===== src/rtl/fsg_pkg.sv =====
// Shared types for the frame sync strobe generator.
package fsg_pkg;

    // One-shot sequencer state
    typedef enum logic [1:0] {
        OS_IDLE = 2'd0,
        OS_ARM  = 2'd1,
        OS_FIRE = 2'd2
    } os_state_t;

    // Configuration captured at clock-input transitions
    typedef struct packed {
        logic strobe;
        logic inv;
    } fsg_cfg_t;

endpackage


===== src/rtl/fsg_sync.sv =====
// Multi-bit synchroniser: each bit passes through STAGES flops on clk.
// Assumes the bits are independent, slowly changing signals; no bus
// coherence is implied between bits.
module fsg_sync #(
    parameter int WIDTH  = 4,
    parameter int STAGES = 2
) (
    input  logic             clk,
    input  logic             rst_n,
    input  logic [WIDTH-1:0] din,
    output logic [WIDTH-1:0] dout
);

    logic [WIDTH-1:0] stg [STAGES];

    // Shift the asynchronous inputs through the flop chain
    always_ff @(posedge clk) begin
        if (!rst_n) begin
            for (int i = 0; i < STAGES; i++) stg[i] <= '0;
        end else begin
            stg[0] <= din;
            for (int i = 1; i < STAGES; i++) stg[i] <= stg[i-1];
        end
    end

    assign dout = stg[STAGES-1];

endmodule


===== src/rtl/fsg_edge.sv =====
// Edge detector for already-synchronised signals: one flop of history per
// channel, rise/fall valid for one clk cycle. Assumes din is synchronous.
module fsg_edge #(
    parameter int WIDTH = 2
) (
    input  logic             clk,
    input  logic             rst_n,
    input  logic [WIDTH-1:0] din,
    output logic [WIDTH-1:0] rise,
    output logic [WIDTH-1:0] fall
);

    logic [WIDTH-1:0] prev;

    // Remember last cycle's level of each channel
    always_ff @(posedge clk) begin
        if (!rst_n) prev <= '0;
        else        prev <= din;
    end

    for (genvar g = 0; g < WIDTH; g++) begin : g_ch
        assign rise[g] = din[g] & ~prev[g];
        assign fall[g] = ~din[g] & prev[g];
    end

endmodule


===== src/rtl/fsg_oneshot.sv =====
// One-shot sequencer: an arming edge starts counting reference rising
// edges; on edge number FIRE_EDGE the pulse starts, and the following
// reference rising edge ends it. An arming edge always restarts the count.
// Assumes arm and ref_rise are single-cycle strobes on clk.
module fsg_oneshot
    import fsg_pkg::*;
#(
    parameter int FIRE_EDGE = 2
) (
    input  logic clk,
    input  logic rst_n,
    input  logic enable,
    input  logic arm,
    input  logic ref_rise,
    output logic pulse_nxt
);

    localparam int CW = $clog2(FIRE_EDGE + 1);
    localparam logic [CW-1:0] LAST_CNT = CW'(FIRE_EDGE - 1);

    os_state_t       st_q, st_d;
    logic [CW-1:0]   cnt_q, cnt_d;

    // Next-state decision for the edge counter and pulse phase
    always_comb begin
        st_d  = st_q;
        cnt_d = cnt_q;
        if (!enable) begin
            st_d  = OS_IDLE;
            cnt_d = '0;
        end else if (arm) begin
            if (ref_rise && (FIRE_EDGE == 1)) begin
                st_d  = OS_FIRE;
                cnt_d = '0;
            end else begin
                st_d  = OS_ARM;
                cnt_d = ref_rise ? CW'(1) : '0;
            end
        end else if (ref_rise) begin
            unique case (st_q)
                OS_ARM: begin
                    if (cnt_q == LAST_CNT) begin
                        st_d  = OS_FIRE;
                        cnt_d = '0;
                    end else begin
                        cnt_d = cnt_q + CW'(1);
                    end
                end
                OS_FIRE: st_d = OS_IDLE;
                default: st_d = OS_IDLE;
            endcase
        end
    end

    // State and counter registers
    always_ff @(posedge clk) begin
        if (!rst_n) begin
            st_q  <= OS_IDLE;
            cnt_q <= '0;
        end else begin
            st_q  <= st_d;
            cnt_q <= cnt_d;
        end
    end

    assign pulse_nxt = (st_d == OS_FIRE);

endmodule


===== src/rtl/fsync_strobe_gen.sv =====
// Frame sync generator top. Synchronises clock input, reference and the
// two control bits, captures configuration at clock-input transitions and
// drives a registered frame sync: either the (optionally inverted) clock
// input or a one-shot pulse one reference period wide. Assumes clk is at
// least four times the reference rate.
module fsync_strobe_gen
    import fsg_pkg::*;
#(
    parameter int SYNC_STAGES = 2,
    parameter int FIRE_EDGE   = 2
) (
    input  logic clk,
    input  logic rst_n,
    input  logic clk_in,
    input  logic ref_in,
    input  logic strobe_en,
    input  logic invert,
    output logic fs_out
);

    localparam int NSIG   = 4;
    localparam int I_CLK  = 0;
    localparam int I_REF  = 1;
    localparam int I_STB  = 2;
    localparam int I_INV  = 3;
    localparam int NEDGE  = 2;

    logic [NSIG-1:0]  raw_in, syn_in;
    logic [NEDGE-1:0] e_rise, e_fall;
    logic             ci_s, ref_rise, ci_edge, arm, pulse_nxt;
    fsg_cfg_t         cfg_q, cfg_nxt, cfg_s;
    logic             fs_q;
    logic             unused_ref_fall;

    assign raw_in[I_CLK] = clk_in;
    assign raw_in[I_REF] = ref_in;
    assign raw_in[I_STB] = strobe_en;
    assign raw_in[I_INV] = invert;

    fsg_sync #(.WIDTH(NSIG), .STAGES(SYNC_STAGES)) u_sync (
        .clk   (clk),
        .rst_n (rst_n),
        .din   (raw_in),
        .dout  (syn_in)
    );

    fsg_edge #(.WIDTH(NEDGE)) u_edge (
        .clk   (clk),
        .rst_n (rst_n),
        .din   ({syn_in[I_REF], syn_in[I_CLK]}),
        .rise  (e_rise),
        .fall  (e_fall)
    );

    assign ci_s            = syn_in[I_CLK];
    assign ci_edge         = e_rise[0] | e_fall[0];
    assign ref_rise        = e_rise[1];
    assign unused_ref_fall = e_fall[1];
    assign cfg_s.strobe    = syn_in[I_STB];
    assign cfg_s.inv       = syn_in[I_INV];

    // Configuration in force this cycle: new value only on a clock-input transition
    always_comb begin
        cfg_nxt = ci_edge ? cfg_s : cfg_q;
    end

    // Qualifying edge for the one-shot, chosen by the polarity in force
    assign arm = cfg_nxt.strobe & (cfg_nxt.inv ? e_fall[0] : e_rise[0]);

    fsg_oneshot #(.FIRE_EDGE(FIRE_EDGE)) u_os (
        .clk       (clk),
        .rst_n     (rst_n),
        .enable    (cfg_nxt.strobe),
        .arm       (arm),
        .ref_rise  (ref_rise),
        .pulse_nxt (pulse_nxt)
    );

    // Hold the captured configuration and register the frame sync output
    always_ff @(posedge clk) begin
        if (!rst_n) begin
            cfg_q <= '0;
            fs_q  <= 1'b0;
        end else begin
            cfg_q <= cfg_nxt;
            fs_q  <= cfg_nxt.strobe ? pulse_nxt : (ci_s ^ cfg_nxt.inv);
        end
    end

    assign fs_out = fs_q;

endmodule


===== config.mk =====
export PLATFORM = sky130hd
export DESIGN_NAME = fsync_strobe_gen
export DESIGN_NICKNAME = d
export VERILOG_FILES = /design/src/rtl/fsg_pkg.sv /design/src/rtl/fsg_sync.sv /design/src/rtl/fsg_edge.sv /design/src/rtl/fsg_oneshot.sv /design/src/rtl/fsync_strobe_gen.sv
export SDC_FILE = /design/constraint.sdc
export NUM_CORES = 1
export LEC_CHECK = 0
export ABC_AREA = 1
export CORE_MARGIN = 2
export CORE_UTILIZATION = 50
export DETAILED_ROUTE_END_ITERATION = 7
export PLACE_DENSITY = 0.72
export SETUP_SLACK_MARGIN = 0.5
export SYNTH_ARGS = -nofsm -noshare
export SYNTH_HDL_FRONTEND = slang
export SYNTH_SLANG_ARGS = --single-unit

===== constraint.sdc =====
create_clock -name clk -period 3.6 [get_ports clk]
set_input_delay 0.72 -clock clk [delete_from_list [all_inputs] [get_ports clk]]
set_output_delay 0.72 -clock clk [all_outputs]
set_load 0.05 [all_outputs]

==> results.md, run 1 <==
- Hold slack final: 418 ps
- Via density: 4.46
- Critical path arrival: 1400 ps
- Run status: complete, no violations
- Crit path time final: 2120 ps
- Power density cells: 406 nW/µm²
- Die footprint: 1760 µm²
- Nature of the critical path endpoint: output pin
- Worst-Skew Late Latency: 290 ps
- Type of the worst setup path: reg2out
- Total Nets Final: 116
- Mux cell area share after synthesis: 0%
- Share of layout cells above drive strength 1: 14.0%
- Synth Instances: 98
- Fin. Hold Viols: 0
- Sink Count: 17
- Required time of the critical path: 2880 ps
- Switch share: 24.5%
- Total CTS buffers: 3
- Final Cycle Share: 58.9%
- GRT Residual Overflow: 0
- Number of routed nets with antenna violations: 0
- IO Port Bufs: 6
- Clock network fraction of design power: 29.9%
- Vias: 544
- P&R area growth vs syn: 14.3%
- Simple-gate portion of the synthesized area: 30.3%
- Post-synthesis xor/xnor area fraction: 0%
- Drt wl/cell: 8.07 µm
- Placed cell area: 793 µm²
- Die Height: 41.9 µm
- Combinational share of power: 10.9%
- Delay-heaviest family, CP: buffers and inverters
- Pre-antenna DRT Iters: 2
- GRT Resource Usage Total: 13.3%
- DRC: 0
- CP Launch Type: flip-flop
- Io pins: 7
- Antenna diodes: 0
- Initial antenna violation count: 0
- Worst slew margin: 67.5%
- Fin Clk Skew: 8.26 ps
- Hold buffer count at cts: 0
- CP Buf/Inv Count: 1
- Iteration-0 DRC Markers: 4
- Worst min path class: reg2reg
- Max VDD drop: 0.245 mV
- Root Buffer: clkbuf_4
- Mapped Area: 718 µm²
- Crit-path max FO: 1
- Yosys cell types: 17
- Post-Synth Adder-Cell Area: 3.48%
- Unrepaired setup endpoints after global routing: false
- DRT Wirelength: 984 µm
- Syn Nets: 106
- Max H-tree Level: 1
- Compound-Gate Fraction of Synth Area: 4.70%
- CTS tree: built
- Final Setup Violations: 0
- Max Buffers Root-to-Sink: 2
- Die Width: 41.9 µm
- Internal Power: 0.000251 W
- Crit-path slowest cell: clkdlybuf4s50_1
- Initial core utilization: 54.5%
- Critical-path cell list: clkdlybuf4s50_1
- Number of global-route vias before repair: 478
- Final instance area: 821 µm²
- Syn. warnings: 0
- Detailed-placement wirelength estimate: 799 µm
- MaxCap Viol Count: 0
- # rows: 13
- Post-synthesis sequential area ratio: 47.4%
- Sequential share of power: 59.2%
- Postcts setup bufs: 0
- CTS-repair resized insts: 0
- Largest net degree at the start of global routing: 13
- Slew @ Worst Pin: 486 ps
- RD Place Congestion: 0.705
- Net Switching: 0.0000817 W
- Max incr delay on CP: 790 ps
- Final TNS setup: 0 ps
- Number of fill cells: 124
- Pleak: 0.436 nW
- Syn_area_per_cell: 7.33 µm²
- Largest family of logic cells by synthesized area: simple AND/OR/NAND/NOR gates
- Count of pins over their slew limit: 0
- Clock Pin Slew Worst Setup and Hold Paths: 100 ps
- #FFs+latches synth: 17
- First-pass GRT wire length: 1.80 mm
- Core ar.: 1320 µm²
- Max Clk Rate: 472 MHz
## layout by cell type, fill, tap and decap left out, types with 2 or more instances in the layout
cell type	count
nand2_2	3
inv_2	2
nor2_1	9
inv_1	24
dfxtp_1	17
nand3_1	3
ha_1	2
clkbuf_4	3
nand2_1	27
clkdlybuf4s50_1	6
nand3_2	3
## cell usage after synthesis, drive strengths merged
| library cell | number | share of area, % |
|---|---|---|
| a21boi | 1 | 1.0 |
| a21oi | 1 | 0.70 |
| and2 | 1 | 1.0 |
| clkbuf | 1 | 0.52 |
| dfxtp | 17 | 47 |
| ha | 2 | 3.5 |
| inv | 26 | 14 |
| nand2 | 30 | 17 |
| nand3 | 6 | 6.3 |
| nor2 | 10 | 6.3 |
| o211ai | 1 | 1.0 |
| o21ai | 2 | 1.9 |
## cell families (layout without fill, tap and decap cells)
family,after synthesis,after routing
adder cells (fa/ha/maj),2,2
AND/OR/NAND/NOR,47,47
AO/OA/AOI/OAI,5,5
buffers and inverters,27,36
flip-flops,17,17
## through the flow
stage	std cells	power [W]	setup WS [ps]	utilization [%]
global route	122	0.000347	1450	62.3
CTS	122	0.000334	1480	62.3
finish	122	0.000333	1480	62.3
global placement	118	0.000237	1670	60.2
detailed placement	118	0.000238	1620	60.2
floorplan	98	0.000227	2230	-
## registers in the layout, summed over array words and instances (netlist names)
register / flops
cfg_q: 2
fs_out: 1
u_edge.prev: 2
u_os.cnt_q: 2
u_os.st_q: 2
u_sync.stg: 8
## routing by layer
layer  vias to the layer above  part of all wire, %  global-route usage [%]
li1                        300                    -                       -
met1                       229                   50                    15.4
met2                        10                   43                    21.6
met3                         5                  4.1                    3.91
met4                         0                  2.5                    7.74
met5                         -                    0                       0
## power by group through the flow
stage               Sequential (W)   Clock, W  Combinational [W]
finish                    0.000197  0.0000994          0.0000363
global route              0.000198   0.000108          0.0000410
CTS                       0.000197   0.000100          0.0000368
detailed placement        0.000202          0          0.0000367
global placement          0.000202          0          0.0000358
floorplan                 0.000204          0          0.0000225
## worst min-delay path, delay by kind of cell, from the launching register on
| family | cells | cell delay (ps) |
|---|---|---|
| and+or+nand+nor | 1 | 40 |
| DFF | 1 | 310 |
| buffers and inverters | 1 | 40 |
## path summary, 6_finish.rpt
check	startpoint	endpoint	slack, ps	cells past startpoint
max	fs_out	fs_out	1480	1
min	u_sync.stg[0][0]	u_sync.stg[0][4]	420	2
max reg2reg	u_sync.stg[0][4]	u_os.cnt_q[0]	2070	7
min reg2reg	u_sync.stg[0][0]	u_sync.stg[0][4]	420	2
## final cells by class
class / count / area [µm²] / area share (%)
Timing Repair Buffer: 6 / 60.1 / 7.32
Tap cell: 15 / 18.8 / 2.29
Clock inverter: 1 / 5.00 / 0.610
Multi-Input combinational cell: 54 / 277 / 33.7
Clock buffer: 3 / 22.5 / 2.74
Inverter: 26 / 97.6 / 11.9
Sequential cell: 17 / 340 / 41.5
Power figures use the tool's default switching activity.
==> inputs of run 2 (changes only) <==
- clock period: 3.6 -> 2.12 ns (I/O delays scaled with it)
==> run 2 against run 1 <==
Final area is 1.1% higher. Total power up 69%. Non-clock buffer count increased by 1. Die area unchanged. Utilization up 0.66 points. Clock skew is 5.2 ps lower. Clock power rose by 68%. Sequential cell count is the same. First-iteration DRC count rose to 4.3 times the previous value. Via count increased by 1.5%. Register-to-register slack worse by 1400 ps.
==> results.md, run 2 (synthesis results as in run 1) <==
- Run status: complete, no violations
- Final Cycle Share: 72.0%
- Sink Count: 17
- Placed cell area: 801 µm²
- FF-to-FF setup slack: 690 ps
- Clock Pin Slew Worst Setup and Hold Paths: 90 ps
- Max incr delay on CP: 510 ps
- Detailed-placement wirelength estimate: 790 µm
- Hold slack final: 417 ps
- Final Setup Violations: 0
- Post-Route Utilization: 63.0%
- DRC: 0
- Top reg by flops: u_sync.stg
- Max VDD drop: 0.462 mV
- Die Height: 41.9 µm
- Crit-path slowest cell: dlygate4sd2_1
- Hold buffer count at cts: 0
- Pleak: 0.441 nW
- Worst hold stages: 2
- Drt wl/cell: 7.99 µm
- P&R area growth vs syn: 15.5%
- Slew @ Worst Pin: 480 ps
- CP Buf/Inv Count: 1
- First-pass GRT wire length: 1.73 mm
- Final instance area: 830 µm²
- Power density cells: 679 nW/µm²
- CP Launch Type: flip-flop
- Delay-heaviest family, CP: buffers and inverters
- Initial core utilization: 54.5%
- CP startpoint: fs_out
- Worst path depth: 1
- Largest net degree at the start of global routing: 12
- Total Nets Final: 117
- IO Port Bufs: 6
- Pre-antenna DRT Iters: 4
- Postcts setup bufs: 0
- Antenna diodes: 0
- Worst slew margin: 68.1%
- Max Clk Rate: 655 MHz
- Count of pins over their slew limit: 0
- Most frequent cells in the layout: nand2_1 (27), inv_1 (24), dfxtp_1 (16), nor2_1 (9), clkdlybuf4s50_1 (5)
- Via density: 4.49
- Root Buffer: clkbuf_4
- Worst min path class: reg2reg
- Reg2reg end: fs_out
- Iteration-0 DRC Markers: 17
- Number of routed nets with antenna violations: 0
- Type of the worst setup path: reg2out
- Number of fill cells: 127
- # rows: 13
- Commonest non-fill, non-tap cell in the layout: nand2_1
- RD Place Congestion: 0.695
- Reg2reg start: u_sync.stg[0][4]
- Critical path arrival: 1100 ps
- Required time of the critical path: 1700 ps
- Worst-Skew Late Latency: 280 ps
- HP Start: u_sync.stg[0][0]
- GRT Residual Overflow: 0
- Io pins: 7
- GRT Resource Usage Total: 13.2%
- Crit path time final: 1530 ps
- Max reg flops: 8
- Critical-path cell list: dlygate4sd2_1
- MaxCap Viol Count: 0
- Die footprint: 1760 µm²
- Initial antenna violation count: 0
- Final TNS setup: 0 ps
- Power, Total: 0.000563 W
- Number of global-route vias before repair: 434
- Max H-tree Level: 1
- Crit path capture: fs_out
- Nature of the critical path endpoint: output pin
- Core ar.: 1320 µm²
- Fin. Hold Viols: 0
- Vias: 552
- Fin Clk Skew: 3.04 ps
- Die Width: 41.9 µm
- Crit-path max FO: 1
- Total CTS buffers: 3
- Max Buffers Root-to-Sink: 2
- Unrepaired setup endpoints after global routing: false
- R2R depth: 10
- CTS tree: built
- Share of layout cells above drive strength 1: 15.7%
- DRT Wirelength: 983 µm
==> run 2: worst register-to-register path, stage by stage, from the launching register on <==
cell	delay [ps]
dfxtp_2	360
inv_1	60
ha_2	370
inv_2	50
nand2_1	60
nand3_2	90
nand2_2	100
nand2_2	60
nor2_1	100
nor2_1	50
nor2_1	80
==> run 2: area by class of cell <==
type,instances,area (µm²),share of cell area (%)
clock buffer,4,26.3,3.17
inverter,26,97.6,11.8
multi-input combinational,54,279,33.6
sequential,17,342,41.2
tap,15,18.8,2.26
timing repair buffer,7,66.3,7.99
==> run 2: per-layer routing <==
layer  part of all wire, %  global-route usage (%)  up-vias  wire (µm)
li1                      -                       -      304          -
met1                    49                    16.8      239        481
met2                    46                    19.7        7        456
met3                   3.3                    3.91        2         32
met4                   1.2                    7.74        0         12
met5                     0                       0        -          0
==> run 2: how the worst min path moves through the flow <==
stage                             to  slack [ps]
floorplan           u_sync.stg[0][4]         390
global placement    u_sync.stg[0][4]         390
detailed placement  u_sync.stg[0][6]         400
CTS                 u_sync.stg[0][7]         420
global route        u_sync.stg[0][4]         440
finish              u_sync.stg[0][4]         420
==> run 2: timing repair <==
action	in CTS	in global routing
setup endpoints to repair	1	3
cloned	0	0
resized for setup	1	2
==> run 2: through the flow <==
| stage | cells | setup slack, ps |
|---|---|---|
| 2_1_floorplan | 98 | 749 |
| 3_3_place_gp | 119 | 621 |
| 3_5_place_dp | 119 | 622 |
| 4_1_cts | 123 | 576 |
| 5_1_grt | 123 | 533 |
| 6_report | 123 | 594 |
==> run 2: report_power, final <==
part / leakage, nW / switching [W] / total, W / internal [W]
registers: 0.140 / 0.00000411 / 0.000335 / 0.000331
logic: 0.286 / 0.0000357 / 0.0000619 / 0.0000263
clock network: 0.0150 / 0.0000935 / 0.000167 / 0.0000730
